File: src/rtl/tflag_pkg.sv
package tflag_pkg;
  localparam int CNT_W = 8;

  typedef enum logic {
    DIR_UNDER = 1'b0,
    DIR_OVER  = 1'b1
  } dir_e;

  // A programmed run length of zero acts as one.
  function automatic logic [CNT_W-1:0] eff_len(input logic [CNT_W-1:0] c);
    return (c == '0) ? CNT_W'(1) : c;
  endfunction

  // True when a run of cur+1 samples reaches the target length.
  function automatic logic run_done(input logic [CNT_W-1:0] cur,
                                    input logic [CNT_W-1:0] tgt);
    return ({1'b0, cur} + 1'b1) >= {1'b0, tgt};
  endfunction
endpackage

File: src/rtl/thr_compare.sv
module thr_compare #(
  parameter int SMP_W = 12
) (
  input  logic [SMP_W-1:0] val_i,
  input  logic [SMP_W-1:0] thr_i,
  input  logic             over_i,
  output logic             qual_o
);
  import tflag_pkg::*;

  always_comb begin
    if (dir_e'(over_i) == DIR_OVER) qual_o = (val_i >= thr_i);
    else                            qual_o = (val_i <  thr_i);
  end
endmodule

File: src/rtl/run_debounce.sv
module run_debounce
  import tflag_pkg::*;
(
  input  logic             clk,
  input  logic             rst_n,
  input  logic             vld_i,
  input  logic             qual_i,
  input  logic [CNT_W-1:0] rise_cnt_i,
  input  logic [CNT_W-1:0] fall_cnt_i,
  output logic             flag_o
);
  logic [CNT_W-1:0] run_q;
  logic [CNT_W-1:0] tgt;
  logic             extend;   // sample continues the run toward a toggle
  logic             reach;    // run hits its target on this sample

  assign tgt    = flag_o ? eff_len(fall_cnt_i) : eff_len(rise_cnt_i);
  assign extend = flag_o ? !qual_i : qual_i;
  assign reach  = extend && run_done(run_q, tgt);

  always_ff @(posedge clk) begin
    if (!rst_n) begin
      flag_o <= 1'b0;
      run_q  <= '0;
    end else if (vld_i) begin
      if (!extend) begin
        run_q <= '0;
      end else if (reach) begin
        flag_o <= !flag_o;
        run_q  <= '0;
      end else begin
        run_q <= run_q + 1'b1;
      end
    end
  end

  p_idle_hold_r7: assert property (@(posedge clk) disable iff (!rst_n)
    !vld_i |=> ($stable(flag_o) && $stable(run_q)));
  p_rise_needs_qual_r4: assert property (@(posedge clk) disable iff (!rst_n)
    $rose(flag_o) |-> ($past(vld_i) && $past(qual_i)));
  p_fall_needs_fail_r5: assert property (@(posedge clk) disable iff (!rst_n)
    $fell(flag_o) |-> ($past(vld_i) && !$past(qual_i)));
  p_unit_rise_r6: assert property (@(posedge clk) disable iff (!rst_n)
    (vld_i && qual_i && !flag_o && rise_cnt_i <= CNT_W'(1)) |=> flag_o);
  p_unit_fall_r6: assert property (@(posedge clk) disable iff (!rst_n)
    (vld_i && !qual_i && flag_o && fall_cnt_i <= CNT_W'(1)) |=> !flag_o);
  p_fresh_run_r5: assert property (@(posedge clk) disable iff (!rst_n)
    (flag_o != $past(flag_o)) |-> (run_q == '0));
  p_run_bound_r4: assert property (@(posedge clk) disable iff (!rst_n)
    run_q != '1);
endmodule

File: src/rtl/flag_lane.sv
module flag_lane
  import tflag_pkg::*;
#(
  parameter int SMP_W = 12
) (
  input  logic             clk,
  input  logic             rst_n,
  input  logic             vld_i,
  input  logic [SMP_W-1:0] val_i,
  input  logic [SMP_W-1:0] thr_i,
  input  logic             over_i,
  input  logic [CNT_W-1:0] rise_cnt_i,
  input  logic [CNT_W-1:0] fall_cnt_i,
  output logic             flag_o
);
  logic qual;

  thr_compare #(.SMP_W(SMP_W)) u_cmp (
    .val_i (val_i),
    .thr_i (thr_i),
    .over_i(over_i),
    .qual_o(qual)
  );

  run_debounce u_deb (
    .clk       (clk),
    .rst_n     (rst_n),
    .vld_i     (vld_i),
    .qual_i    (qual),
    .rise_cnt_i(rise_cnt_i),
    .fall_cnt_i(fall_cnt_i),
    .flag_o    (flag_o)
  );

  p_over_eq_r2: assert property (@(posedge clk) disable iff (!rst_n)
    (over_i && val_i == thr_i) |-> qual);
  p_under_eq_r3: assert property (@(posedge clk) disable iff (!rst_n)
    (!over_i && val_i == thr_i) |-> !qual);
endmodule

File: src/rtl/threshold_flag_bank.sv
module threshold_flag_bank
  import tflag_pkg::*;
#(
  parameter int SMP_W = 12,
  parameter int LANES = 2
) (
  input  logic                   clk,
  input  logic                   rst_n,
  input  logic                   smp_vld_i,
  input  logic [SMP_W-1:0]       smp_val_i,
  input  logic [LANES*SMP_W-1:0] thr_i,
  input  logic [LANES-1:0]       over_i,
  input  logic [LANES*CNT_W-1:0] rise_cnt_i,
  input  logic [LANES*CNT_W-1:0] fall_cnt_i,
  output logic [LANES-1:0]       flag_o
);
  for (genvar k = 0; k < LANES; k++) begin : g_lane
    flag_lane #(.SMP_W(SMP_W)) u_lane (
      .clk       (clk),
      .rst_n     (rst_n),
      .vld_i     (smp_vld_i),
      .val_i     (smp_val_i),
      .thr_i     (thr_i[k*SMP_W +: SMP_W]),
      .over_i    (over_i[k]),
      .rise_cnt_i(rise_cnt_i[k*CNT_W +: CNT_W]),
      .fall_cnt_i(fall_cnt_i[k*CNT_W +: CNT_W]),
      .flag_o    (flag_o[k])
    );
  end

  p_reset_clear_r1: assert property (@(posedge clk)
    !rst_n |=> (flag_o == '0));
endmodule

File: config.mk
export PLATFORM = sky130hd
export DESIGN_NAME = threshold_flag_bank
export DESIGN_NICKNAME = d
export VERILOG_FILES = /design/src/rtl/tflag_pkg.sv /design/src/rtl/thr_compare.sv /design/src/rtl/run_debounce.sv /design/src/rtl/flag_lane.sv /design/src/rtl/threshold_flag_bank.sv
export SDC_FILE = /design/constraint.sdc
export NUM_CORES = 1
export LEC_CHECK = 0
export BUFFER_PORTS_ARGS = -buffer_cell sky130_fd_sc_hd__buf_2
export CAP_MARGIN = 20
export CORE_UTILIZATION = 51
export DETAILED_ROUTE_END_ITERATION = 8
export PLACE_DENSITY = 0.84
export SLEW_MARGIN = 0
export SYNTH_ARGS = -nofsm -noshare
export SYNTH_HDL_FRONTEND = slang
export SYNTH_HIERARCHICAL = 1
export SYNTH_SLANG_ARGS = --single-unit
File: constraint.sdc
create_clock -name clk -period 3.3 [get_ports clk]
set_input_delay 0.33 -clock clk [delete_from_list [all_inputs] [get_ports clk]]
set_output_delay 0.33 -clock clk [all_outputs]
set_load 0.1 [all_outputs]
==> results of run 1 <==
layout make-up:
class                      count  area, um^2  share of cell area [%]
inverter                      30         113                    4.21
tap                           50        62.6                    2.34
timing repair buffer          74         370                    13.8
sequential                    18         360                    13.5
clock buffer                   4        55.1                    2.06
multi-input combinational    222        1720                    64.1
worst max-delay path: stages (launching register included):
cell and delay, ns:
dfxtp_1 0.39, and2_4 0.19, nand4_1 0.13, and2_1 0.21
or2_2 0.31, ha_1 0.29, nand3_1 0.09, o22ai_1 0.12
a21oi_4 0.29, mux2i_1 0.12, a311o_1 0.32
synth_stat cells, drive strengths merged, types with 4 or more instances:
master   n  area [um^2]
ha      42          526
a21oi   30          180
inv     28          105
nand2   24         90.1
nand3   22          110
dfxtp   18          360
mux2i   16          160
nand4   10         62.6
nor2    10         37.5
a21o     6         45.0
and2     6         42.5
and3     6         37.5
xnor2    6         52.6
xor2     6         52.6
buf      4         30.0
nor2b    4         25.0
nor3     4         20.0
nor4     4         25.0
o21ai    4         20.0
through the flow:
step	setup WS (ns)	hold WS (ns)	instances	total power, mW
finish	0.746	0.490	398	0.581
detailed placement	0.583	0.499	394	0.409
floorplan	0.381	0.467	274	0.337
CTS	0.731	0.485	398	0.589
global route	0.502	0.509	398	0.624
global placement	0.612	0.484	394	0.401
sequential cells by signal (all words and copies together), names as in the netlist:
name and cells:
g_lane.u_lane/u_deb/run_q 16, g_lane.u_lane/u_deb/flag_o 2
layer usage:
layer / share of wire (%) / wire length, um / track usage [%] / up-vias
met5: 0 / 0 / 0 / -
met4: 0.87 / 44 / 5.21 / 0
met3: 5.0 / 250 / 3.33 / 8
met2: 51 / 2590 / 45.2 / 67
met1: 43 / 2160 / 26.2 / 996
li1: - / - / - / 1150
power breakdown:
part	switching (mW)	total, mW	leakage (nW)	internal (mW)
logic	0.0916	0.178	1.20	0.0862
clock network	0.0717	0.178	0.0288	0.106
registers	0.00572	0.226	0.145	0.220
total	0.169	0.581	1.37	0.412
cells by family after synthesis:
kind of cell | synth area share (%)
buffers and inverters | 6.43
XOR/XNOR | 4.74
AND/OR/NAND/NOR | 20.9
AO/OA/AOI/OAI | 19.8
adder cells (fa/ha/maj) | 23.7
multiplexers | 8.23
flip-flops | 16.2
worst max path at each step:
stage / start / end / depth (start not counted)
after floorplan: g_lane[0].u_lane/u_deb/flag_o$_SDFFE_PN0P_ / g_lane[0].u_lane/u_deb/flag_o$_SDFFE_PN0P_ / 8
after global placement: thr_i[23] / g_lane[1].u_lane/u_deb/run_q[0]$_SDFFE_PN0P_ / 12
after detailed placement: thr_i[23] / g_lane[1].u_lane/u_deb/run_q[0]$_SDFFE_PN0P_ / 12
after CTS: g_lane[0].u_lane/u_deb/run_q[2]$_SDFFE_PN0P_ / g_lane[0].u_lane/u_deb/flag_o$_SDFFE_PN0P_ / 10
after global routing: g_lane[0].u_lane/u_deb/run_q[0]$_SDFFE_PN0P_ / g_lane[0].u_lane/u_deb/flag_o$_SDFFE_PN0P_ / 9
final: g_lane[0].u_lane/u_deb/run_q[3]$_SDFFE_PN0P_ / g_lane[0].u_lane/u_deb/flag_o$_SDFFE_PN0P_ / 10
==> run metrics, run 1 <==
Synth Register Bits=18; number of fill cells=368; n_diodes=0; first drt pass iteration count=4; max-cap check violation count=0; fin crit share=77.4%; Syn Inst Count=274; DR vias=2221; Worst EP required=3.45 ns; Remaining DRCs=0; hold_sp=rst_n; final core utilization=approximately two thirds; CP Class=register to register; Async SR Flop Fraction=0%; fraction of layout cells with a size suffix above 1=27.0%; PostCTS Resize Cnt=0; Starting Density=54.3%; Final HPWL DP=about 4.3 mm; CTS clk-pin slew, worst paths=roughly 0.07 ns; Mapped Avg Cell Area=8.10 um^2; worst r2r src=g_lane[0].u_lane/u_deb/run_q[3]$_SDFFE_PN0P_; GPL Wtd Cong=0.793; CTS tree=done; flop-to-flop setup slack=0.75 ns; CTS Root Buffer Type=clkbuf_8; Worst Skew=~0.0079 ns; Worst-Skew Late Latency=0.25 ns; Final min period=2.55 ns; worst-path fanout max=9; worst slew pin tran=slightly above 0.6 ns; Hold Path Stages=3; prevailing post-synth register cell=dfxtp_1; final WL=between 5 and 6 mm; routed vias/inst=roughly 5.6; clock buffer depth=2; maximum vdd drop=0.393 mV; commonest non-fill, non-tap cells in the layout=buf_2 (74), ha_1 (42), inv_1 (28), a21oi_1 (26), nand2_1 (24); DP Area=2620 um^2; max_slew headroom=58.7%; Buffers on Ports=74; Area growth, synth to finish=20.6%; post-CTS setup buffers=0; Fin. Hold Viols=0; CP Capture Type=register; worst hold path type=input pin to register; CP arrival=2.70 ns; RR Endpoint=g_lane[0].u_lane/u_deb/flag_o$_SDFFE_PN0P_; commonest non-fill, non-tap cell in the layout=buf_2; largest net degree at the start of global routing=15; sequential share of the synthesized area=between 10% and 20%; Total GRT Usage=23.3%; overall die height=68.0 um; vias in the first global route=2124; Lkg Pwr=1.37 nW; Post-synth EDFFs=0; startpoint types=register; I/O pin total=75; hold_buf cts=0; Netlist cell types=35; fmax=slightly below 400 MHz; Core Box Area=about 4100 um^2; full die area=approximately 4600 um^2; DR WL/cell=12.7 um; Net Count, Synth=between 300 and 400; Syn Std Cell Area=2220 um^2; GRT Residual Overflow=0; final setup TNS=0 ns; RSZ-0062 raised after global routing=false; Horiz. Die Dim=68.0 um; Final Setup Violations=0; # rows=23; global-route wire length before repair=about 8.4 mm; outcome=completed; post-route ant nets=0; fin nets=464; final slew viol count=0; Final Cell Area=2680 um^2; P per Cell Area=217 nW/um^2; Reg2Reg Depth=10; Sink Count=18; initial antenna violation count=0; hold worst-path end=g_lane[0].u_lane/u_deb/run_q[0]$_SDFFE_PN0P_; DRT iter0 DRCs=58; CTS buffer count=3; yosys warns=6; H-tree levels=1
Power figures use the tool's default switching activity.
==> run 2, diff against run 1 <==
==> constraint.sdc (replaced) <==
create_clock -name clk -period 2.4 [get_ports clk]
set_input_delay 0.24 -clock clk [delete_from_list [all_inputs] [get_ports clk]]
set_output_delay 0.24 -clock clk [all_outputs]
set_load 0.1 [all_outputs]
==> run 2 against run 1 <==
Power rose by 44%; via count increased by 6.4%; routed wire length up 13%; largest power group unchanged; clock-buffer cell count unchanged; clock skew is 0.0019 ns higher; core utilization is 7.3 points higher; non-clock buffer count grew 19; largest cell class unchanged.
==> run metrics, run 2 (synthesized netlist as in run 1, its figures left out) <==
post-route ant nets=0; sequential share of power=37.0%; maximum vdd drop=0.389 mV; Area growth, synth to finish=34.0%; I/O pin total=75; Hold Path Stages=3; P per Cell Area=281 nW/um^2; Remaining DRCs=0; CP Capture Type=register; final slew viol count=0; max_slew headroom=between 60% and 70%; commonest non-fill, non-tap cell in the layout=buf_2; Starting Density=54.3%; Reg2Reg Depth=10; Cell Count, Final, Fillers Out=417; total power=roughly 0.84 mW; outcome=completed; final WL=approximately 5.7 mm; Final min period=2.33 ns; Buffers on Ports=74; GRT Residual Overflow=0; initial antenna violation count=0; CTS buffer count=3; Worst EP required=2.54 ns; DRT iter0 DRCs=65; overall die height=68.0 um; DR vias=2363; Sink Count=18; # rows=23; CTS clk-pin slew, worst paths=~0.070 ns; Final HPWL DP=4.48 mm; worst slew pin tran=0.503 ns; GPL Wtd Cong=between 0.8 and 0.9; Core Box Area=slightly above 4000 um^2; hold worst-path end=g_lane[0].u_lane/u_deb/run_q[0]$_SDFFE_PN0P_; CP max stage cell=dfxtp_1; fin nets=483; final core utilization=72.8%; largest net degree at the start of global routing=15; DP Area=about 2800 um^2; Worst Skew=0.00982 ns; global-route wire length before repair=8.77 mm; CP delay by family, top=simple AND/OR/NAND/NOR gates; CP Class=register to register; clock buffer depth=2; Crit path depth=10; final hold slack=around 0.4 ns; routed vias/inst=5.67; number of fill cells=300; fmax=428 MHz; first drt pass iteration count=4; startpoint types=register; fin crit share=a little over nine tenths; number of buffers and inverters on the critical path=0; DR WL/cell=~14 um; worst hold path type=input pin to register; worst-path fanout max=4; Total GRT Usage=24.2%; Final Setup Violations=0; multi-input logic area=1850 um^2; Fin. Hold Viols=0; commonest non-fill, non-tap cells in the layout=buf_2 (74), ha_1 (39), inv_1 (28), nand2_1 (24), a21oi_1 (21); P_sw=0.247 mW; Final Cell Area=2980 um^2; RR Endpoint=g_lane[0].u_lane/u_deb/flag_o$_SDFFE_PN0P_; hold_sp=rst_n; full die area=4620 um^2; Clock power frac=29.2%; vias in the first global route=2238; sw frac=29.5%; most frequent CP cell=and2_4; Cell Chain, Critical Path=and2_4 > nand4_1 > and2_4 > or2_2 > ha_1 > nand3_2 > o22ai_4 > a21oi_4 > mux2i_1 > a311o_1; Horiz. Die Dim=roughly 70 um; max-cap check violation count=0; worst r2r src=g_lane[0].u_lane/u_deb/run_q[2]$_SDFFE_PN0P_; Biggest register=g_lane.u_lane/u_deb/run_q; Comb power frac=33.8%; flop-to-flop setup slack=0.07 ns; Largest regs=g_lane.u_lane/u_deb/run_q x16, g_lane.u_lane/u_deb/flag_o x2; H-tree levels=1; CP arrival=2.48 ns; CTS tree=done; max reg flops=16; crit path launch=g_lane[0].u_lane/u_deb/run_q[2]$_SDFFE_PN0P_; Worst-Skew Late Latency=about 0.25 ns; Sequential Area=379 um^2; internal power=roughly 0.59 mW; n_diodes=0; CP peak stage delay=0.34 ns; Lkg Pwr=1.49 nW; CTS Root Buffer Type=clkbuf_8; fraction of layout cells with a size suffix above 1=39.2%; Placed Instances=between 400 and 500
## run 2: changes by cell type in the layout (fill, tap and decap cells not counted), sizes merged
| cell | delta |
|---|---|
| buf | +19 |
## run 2: through the flow
stage / setup TNS (ns) / setup slack [ns]
2_1_floorplan: 0 / 0.0176
6_report: 0 / 0.0650
5_1_grt: -0.162 / -0.0415
4_1_cts: 0 / 0.000646
3_3_place_gp: -2.12 / -0.148
3_5_place_dp: -2.78 / -0.220
## run 2: repair_timing
action / CTS / global route
resized for setup: 2 / 36
endpoints found under the hold margin: 0 / 0
pin swaps: 0 / 15
hold buffers: 0 / 0
endpoints found under the setup margin: 3 / 18
gates cloned: 0 / 0
buffers inserted: 0 / 1
## run 2: worst reg2reg max path, stage by stage (launching register included)
cell	delay (ns)
dfxtp_1	0.34
and2_4	0.17
nand4_1	0.12
and2_4	0.19
or2_2	0.30
ha_1	0.29
nand3_2	0.10
o22ai_4	0.21
a21oi_4	0.06
mux2i_1	0.14
a311o_1	0.31
## run 2: worst max-delay path by stage
stage and end:
2_1_floorplan g_lane[0].u_lane/u_deb/run_q[7]$_SDFFE_PN0P_, 3_3_place_gp g_lane[0].u_lane/u_deb/run_q[2]$_SDFFE_PN0P_, 3_5_place_dp g_lane[1].u_lane/u_deb/run_q[4]$_SDFFE_PN0P_, 4_1_cts g_lane[1].u_lane/u_deb/flag_o$_SDFFE_PN0P_, 5_1_grt g_lane[0].u_lane/u_deb/flag_o$_SDFFE_PN0P_, 6_report g_lane[0].u_lane/u_deb/flag_o$_SDFFE_PN0P_
## run 2: layout make-up
cell class	instances	share of cell area (%)
Timing Repair Buffer	93	17.5
Sequential cell	18	12.7
Clock buffer	4	1.85
Multi-Input combinational cell	222	62.0
Tap cell	50	2.10
Inverter	30	3.78
## run 2: power by group through the flow
| stage | Clock [mW] | Combinational, mW | Sequential, mW |
|---|---|---|---|
| floorplan | 0 | 0.147 | 0.314 |
| global placement | 0 | 0.253 | 0.314 |
| detailed placement | 0 | 0.264 | 0.315 |
| CTS | 0.251 | 0.266 | 0.308 |
| global route | 0.264 | 0.322 | 0.310 |
| finish | 0.244 | 0.283 | 0.309 |
## run 2: layer usage
metal | part of all wire (%) | vias up | track usage, %
li1 | - | 1190 | -
met1 | 41 | 1091 | 26.4
met2 | 52 | 70 | 48.5
met3 | 5.1 | 12 | 2.33
met4 | 1.7 | 0 | 5.99
met5 | 0 | - | 0
